**src/rtl/intr_msg_fwd_pkg.sv**
```systemverilog
package intr_msg_fwd_pkg;

  // Transaction type carried on the host channel
  typedef enum logic {
    XACT_MEMWR  = 1'b0,
    XACT_INTMSG = 1'b1
  } xact_e;

  // Width of the address tag that selects the interrupt window
  localparam int unsigned WIN_TAG_W = 12;

endpackage

```
**src/rtl/intr_msg_fwd_arb.sv**
```systemverilog
// Post-or-retry decision and round-robin priority between the two ports.
module intr_msg_fwd_arb #(
  parameter int unsigned DEPTH = 8,
  localparam int unsigned CNT_W = $clog2(DEPTH) + 1
) (
  input  logic             clk,
  input  logic             rst_n,
  input  logic             hub_valid,
  input  logic             gfx_valid,
  input  logic [CNT_W-1:0] occ_count,
  input  logic [CNT_W-1:0] occ_limit,
  output logic             hub_accept,
  output logic             gfx_accept,
  output logic             first_gfx
);

  logic             prio_gfx_q, prio_gfx_d;
  logic [CNT_W-1:0] eff_lim;
  logic [CNT_W-1:0] free_slots;
  logic             both;

  always_comb begin
    eff_lim    = (occ_limit > CNT_W'(DEPTH)) ? CNT_W'(DEPTH) : occ_limit;
    free_slots = (occ_count >= eff_lim) ? '0 : (eff_lim - occ_count);
    both       = hub_valid & gfx_valid;
    hub_accept = 1'b0;
    gfx_accept = 1'b0;
    if (both) begin
      if (prio_gfx_q) begin
        gfx_accept = (free_slots >= CNT_W'(1));
        hub_accept = (free_slots >= CNT_W'(2));
      end else begin
        hub_accept = (free_slots >= CNT_W'(1));
        gfx_accept = (free_slots >= CNT_W'(2));
      end
    end else begin
      hub_accept = hub_valid & (free_slots != '0);
      gfx_accept = gfx_valid & (free_slots != '0);
    end
    first_gfx  = both ? prio_gfx_q : gfx_valid;
    prio_gfx_d = prio_gfx_q;
    if (both && (hub_accept || gfx_accept)) begin
      prio_gfx_d = ~prio_gfx_q;
    end
  end

  always_ff @(posedge clk or negedge rst_n) begin
    if (!rst_n) begin
      prio_gfx_q <= 1'b0;
    end else begin
      prio_gfx_q <= prio_gfx_d;
    end
  end

endmodule

```
**src/rtl/intr_msg_fwd_fifo.sv**
```systemverilog
// Posted-write buffer: up to two writes and one read per cycle.
// DEPTH must be a power of two so that the pointers wrap naturally.
module intr_msg_fwd_fifo #(
  parameter int unsigned DEPTH = 8,
  parameter int unsigned EW    = 65,
  localparam int unsigned PTR_W = $clog2(DEPTH),
  localparam int unsigned CNT_W = PTR_W + 1
) (
  input  logic             clk,
  input  logic             rst_n,
  input  logic             wr0_en,
  input  logic [EW-1:0]    wr0_data,
  input  logic             wr1_en,
  input  logic [EW-1:0]    wr1_data,
  input  logic             rd_en,
  output logic [EW-1:0]    rd_data,
  output logic [CNT_W-1:0] count
);

  logic [EW-1:0]    mem [DEPTH];
  logic [PTR_W-1:0] wptr_q, wptr_d, rptr_q, rptr_d;
  logic [CNT_W-1:0] cnt_q, cnt_d;
  logic [PTR_W-1:0] wptr_nx;

  always_comb begin
    wptr_nx = wptr_q + PTR_W'(1);
    wptr_d  = wptr_q + PTR_W'(wr0_en) + PTR_W'(wr1_en);
    rptr_d  = rptr_q + PTR_W'(rd_en);
    cnt_d   = cnt_q + CNT_W'(wr0_en) + CNT_W'(wr1_en) - CNT_W'(rd_en);
  end

  always_ff @(posedge clk or negedge rst_n) begin
    if (!rst_n) begin
      wptr_q <= '0;
      rptr_q <= '0;
      cnt_q  <= '0;
    end else begin
      wptr_q <= wptr_d;
      rptr_q <= rptr_d;
      cnt_q  <= cnt_d;
    end
  end

  // Storage carries no reset; only pointers qualify its contents.
  always_ff @(posedge clk) begin
    if (wr0_en) begin
      mem[wptr_q] <= wr0_data;
    end
    if (wr1_en) begin
      mem[wptr_nx] <= wr1_data;
    end
  end

  assign rd_data = mem[rptr_q];
  assign count   = cnt_q;

endmodule

```
**src/rtl/intr_msg_fwd_cls.sv**
```systemverilog
// Head-of-buffer decode: window match decides the transaction type.
module intr_msg_fwd_cls
  import intr_msg_fwd_pkg::*;
#(
  parameter int unsigned          AW      = 32,
  parameter int unsigned          DW      = 32,
  parameter logic [WIN_TAG_W-1:0] WIN_TAG = 12'hFEE,
  localparam int unsigned EW = AW + DW + 1
) (
  input  logic [EW-1:0] entry,
  output xact_e         xtype,
  output logic [AW-1:0] addr,
  output logic [DW-1:0] data
);

  logic qual;
  logic in_win;

  always_comb begin
    qual   = entry[EW-1];
    addr   = entry[DW +: AW];
    data   = entry[DW-1:0];
    in_win = (addr[AW-1 -: WIN_TAG_W] == WIN_TAG);
    xtype  = (qual && in_win) ? XACT_INTMSG : XACT_MEMWR;
  end

endmodule

```
**src/rtl/intr_msg_fwd.sv**
```systemverilog
module intr_msg_fwd
  import intr_msg_fwd_pkg::*;
#(
  parameter int unsigned          DEPTH   = 8,
  parameter int unsigned          AW      = 32,
  parameter int unsigned          DW      = 32,
  parameter logic [WIN_TAG_W-1:0] WIN_TAG = 12'hFEE,
  localparam int unsigned CNT_W = $clog2(DEPTH) + 1,
  localparam int unsigned EW    = AW + DW + 1
) (
  input  logic             clk,
  input  logic             rst_n,
  input  logic             hub_valid,
  input  logic [AW-1:0]    hub_addr,
  input  logic [DW-1:0]    hub_data,
  output logic             hub_accept,
  output logic             hub_retry,
  input  logic             gfx_valid,
  input  logic             gfx_pci_sem,
  input  logic [AW-1:0]    gfx_addr,
  input  logic [DW-1:0]    gfx_data,
  output logic             gfx_accept,
  output logic             gfx_retry,
  input  logic [CNT_W-1:0] occ_limit,
  output logic             host_valid,
  input  logic             host_ready,
  output logic             host_type,
  output logic [AW-1:0]    host_addr,
  output logic [DW-1:0]    host_data
);

  // Reset: asserted asynchronously, released on the clock
  logic rst_meta_q, rst_n_s;
  always_ff @(posedge clk or negedge rst_n) begin
    if (!rst_n) begin
      rst_meta_q <= 1'b0;
      rst_n_s    <= 1'b0;
    end else begin
      rst_meta_q <= 1'b1;
      rst_n_s    <= rst_meta_q;
    end
  end

  logic [CNT_W-1:0] occ_count;
  logic             first_gfx;
  logic             wr0_en, wr1_en, rd_en;
  logic [EW-1:0]    ent_hub, ent_gfx, wr0_data, wr1_data, head;
  xact_e            head_type;

  intr_msg_fwd_arb #(.DEPTH(DEPTH)) u_arb (
    .clk        (clk),
    .rst_n      (rst_n_s),
    .hub_valid  (hub_valid),
    .gfx_valid  (gfx_valid),
    .occ_count  (occ_count),
    .occ_limit  (occ_limit),
    .hub_accept (hub_accept),
    .gfx_accept (gfx_accept),
    .first_gfx  (first_gfx)
  );

  // The hub port always qualifies; the graphics port only with PCI semantics
  always_comb begin
    ent_hub   = {1'b1, hub_addr, hub_data};
    ent_gfx   = {gfx_pci_sem, gfx_addr, gfx_data};
    wr0_data  = first_gfx ? ent_gfx : ent_hub;
    wr1_data  = first_gfx ? ent_hub : ent_gfx;
    wr0_en    = first_gfx ? gfx_accept : hub_accept;
    wr1_en    = hub_accept & gfx_accept;
    hub_retry = hub_valid & ~hub_accept;
    gfx_retry = gfx_valid & ~gfx_accept;
  end

  intr_msg_fwd_fifo #(.DEPTH(DEPTH), .EW(EW)) u_fifo (
    .clk      (clk),
    .rst_n    (rst_n_s),
    .wr0_en   (wr0_en),
    .wr0_data (wr0_data),
    .wr1_en   (wr1_en),
    .wr1_data (wr1_data),
    .rd_en    (rd_en),
    .rd_data  (head),
    .count    (occ_count)
  );

  intr_msg_fwd_cls #(.AW(AW), .DW(DW), .WIN_TAG(WIN_TAG)) u_cls (
    .entry (head),
    .xtype (head_type),
    .addr  (host_addr),
    .data  (host_data)
  );

  always_comb begin
    host_valid = (occ_count != '0);
    host_type  = (head_type == XACT_INTMSG);
    rd_en      = host_valid & host_ready;
  end

endmodule

```
**config.mk**
```make
export PLATFORM = sky130hd
export DESIGN_NAME = intr_msg_fwd
export DESIGN_NICKNAME = d
export VERILOG_FILES = /design/src/rtl/intr_msg_fwd_pkg.sv /design/src/rtl/intr_msg_fwd_arb.sv /design/src/rtl/intr_msg_fwd_fifo.sv /design/src/rtl/intr_msg_fwd_cls.sv /design/src/rtl/intr_msg_fwd.sv
export SDC_FILE = /design/constraint.sdc
export NUM_CORES = 1
export LEC_CHECK = 0
export BUFFER_PORTS_ARGS = -buffer_cell sky130_fd_sc_hd__buf_4
export CAP_MARGIN = 20
export CORE_ASPECT_RATIO = 0.75
export CORE_MARGIN = 2
export CORE_UTILIZATION = 25
export CTS_BUF_LIST = sky130_fd_sc_hd__clkbuf_16
export DETAILED_ROUTE_END_ITERATION = 16
export GPL_TIMING_DRIVEN = 0
export PLACE_DENSITY = 0.38
export SLEW_MARGIN = 20
export SYNTH_ARGS = -nofsm -noshare
export SYNTH_HDL_FRONTEND = slang
export SYNTH_SLANG_ARGS = --single-unit
```
**constraint.sdc**
```tcl
create_clock -name clk -period 2.44 [get_ports clk]
set_clock_uncertainty 0.05 [all_clocks]
set_input_delay 0.244 -clock clk [delete_from_list [all_inputs] [get_ports clk]]
set_output_delay 0.244 -clock clk [all_outputs]
set_load 0.02 [all_outputs]
```
==> impl_metrics.toml, run 1 <==
[status]
status = "complete, but fails checks"
violations = "setup timing"

[worst_setup_path]
critPathLaunchType = "flop"
critPathRequiredTime_ns = 2.91
ff2ff_path_depth = 14
critical_path_class = "reg -> reg"
crit_arrival_ns = 3.67
r2r_slack_ns = -0.75
r2r_end = "u_fifo.count[1]"
r2r_start = "u_fifo.count[0]"
critPathMaxFanout = 5
critPathCaptureType = "flop"

[cells_and_area]
nets = 2239
design_area_sq_um = 38500
finalNonFillerCells = 3564
syn2layout_area_growth_pct = 42.7
drive_above_1_share_pct = 63.7

[timing]
rsz0062_at_grt = "true"
setup_violations = 1116
max-slew-margin-rel_pct = 31.5
post-route-period-util_pct = 131
maxSlewViolCount = 0
finalCriticalPeriod_ns = 3.19
finalHoldViolations = 0
max_freq_ghz = 0.313
worst_slack_ns = -0.754
worst_slew_pin_slew_ns = 1.03

[detailed_routing]
wire_per_inst_um = 26.7
viasPerCell = 4.56
drc_errors = 0
dr.pass1.iters = 5
drt-initial-drc-count = 1138
drtAntennaViolNets = 0
num_vias = 16235
drt_wl_total_um = 95300

[die]
die_y_um = 289
initial_utilization_pct = 25.2
pin_count = 208
core_area_sq_um = 107000
dieWidth_um = 384
dieArea_sq_um = 111000
rows = 104

[yosys]
synthTopCellsByCount = "mux2_2, edfxtp_1, mux4_2"
synth_top_area_cell = "edfxtp_1"
synth_area_sq_um = 27000
synthMuxAreaShare_pct = 34.9
ys.flop_type = "edfxtp_1"
yosysTopAreaCellShare_pct = 57.8
synth-async-reset-ratio_pct = 2.44
yosysWarnings = 0
synth_compound_area_share_pct = 0.565
synth.net_count = 1610
synth_area_leaders = "edfxtp_1, mux2_2, mux4_2"
ys_types = 44
avgSynthCellArea_sq_um = 18.6
synth-xor-area-share_pct = 0.519
synth.most_common_cell = "mux2_2"
synthSimpleGateAreaFrac_pct = 1.08
ys_ff_latch = 533
synth-edff-count = 520
ys_seq_area_share_pct = 59.0
synthCells = 1456
synth_fa_ha_area_share_pct = 0.852
synth_top_family_by_area = "multiplexers"

[clock_network]
cts-htree-levels = 2
root_buffer = "clkbuf_16"
cts_max_path_buffers = 3
clk_pin_slew_ns = 0.06
clk-insertion-delay-late_ns = 0.65
cts_buffers = 61
clkSinkCount = 533
cts_tree = "built"

[power]
power_leakage_uw = 0.0138
total_power_uw = 46700
ir_worst_vdd_v = 0.000477
p_per_area_nw_per_um2 = 1210

[placed_design]
portBuffers = 205
dpl_cell_area_sq_um = 31500
placedCellCount = 3159
dpl.hpwl_um = 58900
gp_congestion = 0.716

[global_routing]
antenna_found_initial = 7
grt_max_degree = 16
overflow = 0
first_global_vias = 17427
grt_first_pass_wirelength_um = 132000
track_usage_pct = 16.8

[min_path]
hold_end = "u_arb.prio_gfx_q"
hp-class = "in -> reg"
hp-start = "hub_valid"
min_delay_path_depth = 4

[flow_run]
drv_cap = 0
metal layers:
metal	vias up	routed length [um]	share of wire (%)	GRT usage [%]
met4	12	1640	1.7	3.37
met3	106	3700	3.9	2.62
met1	8545	45800	48	24.1
li1	7234	-	-	-
met5	-	79	0.083	0
met2	338	44100	46	26.8
report_power, final:
group | internal, uW | total (uW) | switching (uW)
Clock | 4910 | 8800 | 3890
Combinational | 13300 | 24900 | 11700
Sequential | 12600 | 13000 | 457
registers in the layout, summed over array words and instances, names as in the netlist:
signal            count
rst_meta_q            1
rst_n_s               1
u_arb.prio_gfx_q      1
u_fifo.count          4
u_fifo.mem          520
u_fifo.rptr_q         3
u_fifo.wptr_q         3
worst max path at each step:
stage	startpoint	cells past startpoint	endpoint
5_1_grt	u_fifo.count[0]	14	u_fifo.mem[5][3]
4_1_cts	u_fifo.count[0]	15	u_fifo.mem[4][28]
2_1_floorplan	u_fifo.count[0]	10	u_fifo.mem[0][0]
6_report	u_fifo.count[0]	14	u_fifo.count[1]
3_5_place_dp	occ_limit[3]	15	u_fifo.mem[1][36]
3_3_place_gp	occ_limit[3]	12	u_fifo.mem[0][27]
critical path, cell delays in order, from the launching register on:
cell	delay, ns
dfrtp_1	0.39
ha_4	0.15
inv_2	0.03
fa_2	0.36
xor2_2	0.17
a211oi_2	0.28
o21ai_4	0.10
and2_4	0.17
buf_8	0.13
buf_6	0.12
nand3_4	0.09
ha_4	0.20
fa_2	0.35
inv_2	0.08
fa_2	0.42
logic make-up after synthesis:
kind of cell | after synthesis
xor+xnor | 16
other cells | 1
flops | 533
mux | 707
buf+inv | 109
simple gates | 53
fa+ha+maj | 16
compound gates | 21
cells in the final DEF, fill, tap and decap left out, drive strengths merged:
cell,count
and3,1
o21ai,3
clkbuf,76
diode,2
a21oi,6
buf,511
a211oi,1
bufbuf,7
mux2,576
o21bai,1
conb,1
clkinv,24
dfrtp,13
edfxtp,520
nor3,2
a21o,2
ha,12
xor2,6
mux4,130
nand3,9
o221ai,1
nor4b,2
nand2b,2
nor2b,4
nand4,5
o41ai,2
bufinv,3
and2,5
inv,31
o22ai,1
mux2i,1
dlygate4sd3,132
nand3b,1
nor2,7
xnor2,10
or3,1
nand2,6
or2,8
o31ai,4
fa,4
cell type report:
| type | count | area, sq um |
|---|---|---|
| diodes | 2 | 5.00 |
| multi-input cells | 814 | 10800 |
| plain buffers | 97 | 1620 |
| clock buffers | 63 | 1580 |
| inverters | 12 | 45.0 |
| fillers | 10156 | 68700 |
| repair buffers | 566 | 6460 |
| flip-flops and latches | 533 | 15900 |
| clock inverters | 46 | 263 |
| well taps | 1431 | 1790 |
stage by stage:
step / utilization, % / hold slack (ns) / worst slack [ns] / setup TNS [ns]
after floorplan: - / -0.102 / -2.15 / -1045.22
after global placement: 28.5 / -0.0222 / -5.84 / -2887.82
after detailed placement: 29.3 / -0.0224 / -1.76 / -1192.33
after CTS: 35.2 / 0.0625 / -0.848 / -708.54
after global routing: 35.9 / 0.167 / -0.897 / -797.69
final: 36.0 / 0.131 / -0.754 / -645.32
what timing repair did:
item / CTS / global route
setup endpoints to repair: 1117 / 1116
endpoints found under the hold margin: 523 / 0
cloned: 24 / 7
setup buffers: 95 / 44
resized for setup: 414 / 93
pin swaps: 19 / 19
hold buffers: 132 / 0
Note: power is estimated with default switching activity, not from simulation.
==> run 2, diff against run 1 <==
CORE_UTILIZATION = 30   (was 25)
PLACE_DENSITY = 0.44   (was 0.38)
==> run 2 against run 1 <==
The run still ends with setup timing left; sequential power hardly changed; largest power group unchanged; non-clock buffer count is 1 higher; utilization is 7.1 points higher; global-route usage is 2.4 points higher; die area is 16% lower; sequential share of layout area hardly changed; worst setup slack worse by 0.097 ns; clock-buffer cell count is 4 lower; via count is 0.16% higher.
==> impl_metrics.toml, run 2 (same netlist as run 1, synthesis figures left out) <==
[power]
power_leakage_uw = 0.0138
total_power_uw = 47000
p_per_area_nw_per_um2 = 1220
ir_worst_vdd_v = 0.000662

[status]
violations = "setup timing"
status = "complete, but fails checks"

[worst_setup_path]
worst_path_most_repeated_cell = "buf_4"
critical_path_class = "reg -> reg"
ff2ff_path_depth = 13
r2r_end = "u_fifo.mem[5][1]"
crit_arrival_ns = 3.62
cp_slowest_cell = "fa_2"
max_stage_delay_ns = 0.39
r2r_start = "u_fifo.count[0]"
critPathLaunchType = "flop"
critPathMaxFanout = 8
r2r_slack_ns = -0.85
critPathCaptureType = "flop"
crit_chain = "ha_4 -> inv_2 -> fa_2 -> xor2_4 -> nor3_4 -> a21oi_4 -> buf_4 -> nand4_1 -> xnor2_2 -> buf_12 -> buf_4 -> buf_4 -> mux2_2"
critPathRequiredTime_ns = 2.77

[die]
pin_count = 208
die_y_um = 264
dieWidth_um = 350
core_area_sq_um = 89400
dieArea_sq_um = 92500
rows = 95
initial_utilization_pct = 30.2

[detailed_routing]
viasPerCell = 4.86
drt_wl_total_um = 89500
dr_wl_met3_um = 4470
num_vias = 16261
drc_errors = 0
wire_per_inst_um = 26.8
dr.max_layer_used = "met5"
wl_met2_um = 40900
dr.pass1.iters = 5
drt-initial-drc-count = 1220
wl_met1_um = 42500
drtAntennaViolNets = 0

[cells_and_area]
design_area_sq_um = 38500
drive_above_1_share_pct = 64.0
final_common_cell = "edfxtp_1"
largest_register_ffs = 520
final_core_util_pct = 43.1
final_cell_mix = "edfxtp_1, mux2_2, buf_4"
final.fill_count = 7961
multi_input_area_sq_um = 10900
largest_register = "u_fifo.mem"
syn2layout_area_growth_pct = 42.6
nets = 2237
register_area_sq_um = 15900

[global_routing]
grt_first_pass_wirelength_um = 127000
track_usage_pct = 19.1
overflow = 0
grt_max_degree = 15
antenna_found_initial = 7
first_global_vias = 17612

[timing]
finalHoldViolations = 0
finalCriticalPeriod_ns = 3.29
rsz0062_at_grt = "true"
max_freq_ghz = 0.304
maxSlewViolCount = 0
max-slew-margin-rel_pct = 40.7
worst_slack_ns = -0.850
hold_ws_ns = 0.111
setup_violations = 1116
post-route-period-util_pct = 135
worst_slew_pin_slew_ns = 0.887

[clock_network]
cts_buffers = 58
cts_max_path_buffers = 3
clk-insertion-delay-late_ns = 0.63
cts_tree = "built"
cts-htree-levels = 2
clkSinkCount = 533
root_buffer = "clkbuf_16"
clk_pin_slew_ns = 0.06

[min_path]
min_delay_path_depth = 4
hp-start = "hub_valid"
hold_end = "u_arb.prio_gfx_q"
hp-class = "in -> reg"

[placed_design]
dpl.hpwl_um = 55400
dp_slack_ns = -1.76
portBuffers = 205
gp_congestion = 0.749
dpl_cell_area_sq_um = 31200

[flow_run]
drv_cap = 0
-- run 2: cell count changes in the layout (fill, tap and decap cells not counted), sizes merged, moves of 3 or more --
cell,before,now
bufbuf,7,0
clkbuf,76,66
inv,31,24
bufinv,3,6
diode,2,7
buf,511,525
-- run 2: repair_timing --
action / 4_1_cts / 5_1_grt
endpoints found under the hold margin: 523 / 0
setup buffers: 112 / 32
cloned: 27 / 1
gates resized for setup: 486 / 55
endpoints found under the setup margin: 1116 / 1116
hold buffers: 132 / 0
pin swaps: 22 / 12
-- run 2: where the power goes --
part | total [uW] | internal (uW) | leakage [uW] | switching, uW
Combinational | 25100 | 13600 | 0.00804 | 11500
Sequential | 13000 | 12600 | 0.00486 | 474
Clock | 8790 | 4970 | 0.000945 | 3820
-- run 2: routing by layer --
layer,GRT usage [%],vias to the layer above
met3,3.42,114
li1,-,7228
met4,4.01,4
met5,0,-
met1,27.8,8517
met2,29.9,398
-- run 2: per-stage QoR --
step / setup TNS [ns] / instances
floorplan: -1045.22 / 1456
global placement: -2804.06 / 2873
detailed placement: -1161.22 / 2939
CTS: -661.44 / 3309
global route: -798.89 / 3343
finish: -674.36 / 3345
-- run 2: worst max path at each step --
| stage | startpoint | to | slack, ns |
|---|---|---|---|
| 2_1_floorplan | u_fifo.count[0] | u_fifo.mem[0][0] | -2.15 |
| 3_3_place_gp | occ_limit[3] | u_fifo.mem[4][27] | -5.58 |
| 3_5_place_dp | occ_limit[3] | u_fifo.mem[0][25] | -1.76 |
| 4_1_cts | u_fifo.count[0] | u_fifo.mem[4][38] | -0.76 |
| 5_1_grt | u_fifo.count[0] | u_fifo.mem[5][1] | -0.93 |
| 6_report | u_fifo.count[0] | u_fifo.mem[5][1] | -0.85 |
-- run 2: layout make-up --
type                       count  share of cell area (%)
sequential                   533                    41.4
multi-input combinational    814                    28.2
timing repair buffer         568                    17.6
buffer                        96                    3.97
tap                         1212                    3.94
clock buffer                  59                    3.83
clock inverter                44                   0.903
inverter                      12                   0.117
antenna                        7                  0.0455
-- run 2: critical path: cells and delay by family, from the launching register on --
kind,cells,cell delay (ns)
buffers and inverters,5,0.72
adder cells (fa/ha/maj),2,0.54
XOR/XNOR,2,0.58
AO/OA/AOI/OAI,1,0.15
flip-flops,1,0.38
AND/OR/NAND/NOR,2,0.28
multiplexers,1,0.32
==> run 3, diff against run 2 <==
CORE_ASPECT_RATIO = default   (was 0.75)
==> run 3 against run 2 <==
The flow still finishes with violations (setup timing); cell count decreased by 0.93%; wire length increased by 1.1%; worst setup slack improved by 0.17 ns; clock power increased by 8.5%; fmax increased by 5.6%; sequential share of layout area decreased by 0.12 points; sequential cell count unchanged; via count increased by 0.36%; critical endpoint is now u_fifo.mem[1][36]; largest power group unchanged.
==> impl_metrics.toml, run 3 (same netlist as run 1, synthesis figures left out) <==
[status]
status = "complete, but fails checks"
violations = "setup timing"

[worst_setup_path]
critPathCaptureType = "flop"
ff2ff_path_depth = 13
critPathLaunchType = "flop"
crit_arrival_ns = 3.38
critical_path_class = "reg -> reg"
startpoint = "u_fifo.count[2]"
critPathRequiredTime_ns = 2.71
crit_end = "u_fifo.mem[1][36]"
r2r_start = "u_fifo.count[2]"
r2r_end = "u_fifo.mem[1][36]"
critPathMaxFanout = 6
r2r_slack_ns = -0.68

[global_routing]
first_global_vias = 17475
antenna_found_initial = 8
grt_max_degree = 16
overflow = 0
track_usage_pct = 19.2
grt_first_pass_wirelength_um = 128000

[cells_and_area]
syn2layout_area_growth_pct = 43.0
largest_register_ffs = 520
final_cell_mix = "edfxtp_1, mux2_2, buf_4"
drive_above_1_share_pct = 63.6
final_common_cell = "edfxtp_1"
final.fill_count = 7933
nets = 2234
largest_register = "u_fifo.mem"
final_core_util_pct = 43.1

[timing]
tns_ns = -567.58
post-route-period-util_pct = 128
setup_violations = 1116
max_freq_ghz = 0.321
hold_ws_ns = 0.0768
worst_slack_ns = -0.676
max-slew-margin-rel_pct = 43.3
finalHoldViolations = 0
finalCriticalPeriod_ns = 3.12
rsz0062_at_grt = "true"
maxSlewViolCount = 0
worst_slew_pin_slew_ns = 0.848

[die]
die_y_um = 304
core_area_sq_um = 89600
initial_utilization_pct = 30.1
rows = 110
pin_count = 208
dieWidth_um = 304
dieArea_sq_um = 92500

[placed_design]
gp_congestion = 0.706
portBuffers = 205
dpl.hpwl_um = 56000

[detailed_routing]
drtAntennaViolNets = 0
drt_wl_total_um = 90500
num_vias = 16320
drt-initial-drc-count = 1171
dr.pass1.iters = 5
viasPerCell = 4.92
wire_per_inst_um = 27.3
drc_errors = 0

[clock_network]
clk_pin_slew_ns = 0.06
cts_tree = "built"
root_buffer = "clkbuf_16"
cts_buffers = 66
cts-htree-levels = 3
clk-insertion-delay-late_ns = 0.59
clkSinkCount = 533
cts_max_path_buffers = 3

[flow_run]
drv_cap = 0

[min_path]
hp-start = "host_ready"
hp-class = "in -> reg"

[power]
netSwitchingFraction_pct = 33.4
pwr-share-clk_pct = 20.0
p_per_area_nw_per_um2 = 1230
pwr-share-seq_pct = 27.4
comb_power_share_pct = 52.6
ir_worst_vdd_v = 0.000508
p_sw_uw = 15900
internal_power_uw = 31700
power_leakage_uw = 0.0140
[run 3: cell count changes in the layout (fill, tap and decap cells not counted), moves of 9 or more]
cell	change
clkbuf_16	+17
buf_6	-12
buf_8	-9
mux2_2	-9
mux2_4	+9
[run 3: cell type report]
cell class | count | area [sq um] | share of cell area, %
Clock inverter | 50 | 343 | 0.887
Multi-Input combinational cell | 814 | 10900 | 28.2
Clock buffer | 69 | 1730 | 4.47
Antenna cell | 7 | 17.5 | 0.0453
Buffer | 97 | 1630 | 4.23
Timing Repair Buffer | 556 | 6570 | 17.0
Inverter | 12 | 45.0 | 0.117
Tap cell | 1176 | 1470 | 3.81
Sequential cell | 533 | 15900 | 41.3
[run 3: timing repair]
action | in CTS | in global routing
gates resized for setup | 432 | 85
hold endpoints to repair | 522 | 0
hold buffers | 131 | 0
setup endpoints to repair | 1117 | 1116
cloned | 24 | 10
buffers inserted | 103 | 27
pin swaps | 21 | 12
[run 3: worst max-delay path, cell delays in order (launching register included)]
cell	delay, ns
dfrtp_1	0.32
inv_1	0.08
ha_2	0.43
nand3b_1	0.16
and2_1	0.20
a21oi_4	0.17
and2_4	0.16
buf_8	0.13
o221ai_4	0.16
buf_6	0.17
o31ai_4	0.24
buf_6	0.16
buf_12	0.14
bufbuf_16	0.26
[run 3: routing by layer]
metal	vias to the layer above	global-route usage [%]	wire, um
met5	-	0	25
met4	4	4.41	1680
met3	102	3.52	4660
met2	417	31.9	43600
met1	8532	26.2	40600
li1	7265	-	-
[run 3: how the worst min path moves through the flow]
stage | to | slack, ns | cells past startpoint
3_5_place_dp | rst_n_s | -0.02 | 1
3_3_place_gp | rst_meta_q | -0.02 | 1
5_1_grt | u_fifo.rptr_q[0] | 0.07 | 3
2_1_floorplan | rst_meta_q | -0.10 | 0
4_1_cts | u_fifo.rptr_q[0] | 0.02 | 3
6_report | u_fifo.rptr_q[0] | 0.08 | 3
[run 3: power by group through the flow]
stage / clock network, uW / registers, uW / logic [uW]
floorplan: 0 / 13100 / 11000
global placement: 0 / 13500 / 17300
detailed placement: 0 / 13200 / 18300
CTS: 9800 / 13000 / 24700
global route: 10200 / 13200 / 26400
finish: 9540 / 13000 / 25100
[run 3: through the flow]
step           instances  setup slack (ns)  power (uW)  area, sq um
6_report            3314            -0.676       47600        38600
5_1_grt             3312            -0.809       49700        38600
4_1_cts             3272            -0.817       47600        37800
3_5_place_dp        2900             -1.88       31600        31100
3_3_place_gp        2837             -5.53       30800        30200
2_1_floorplan       1456             -2.15       24100        27200
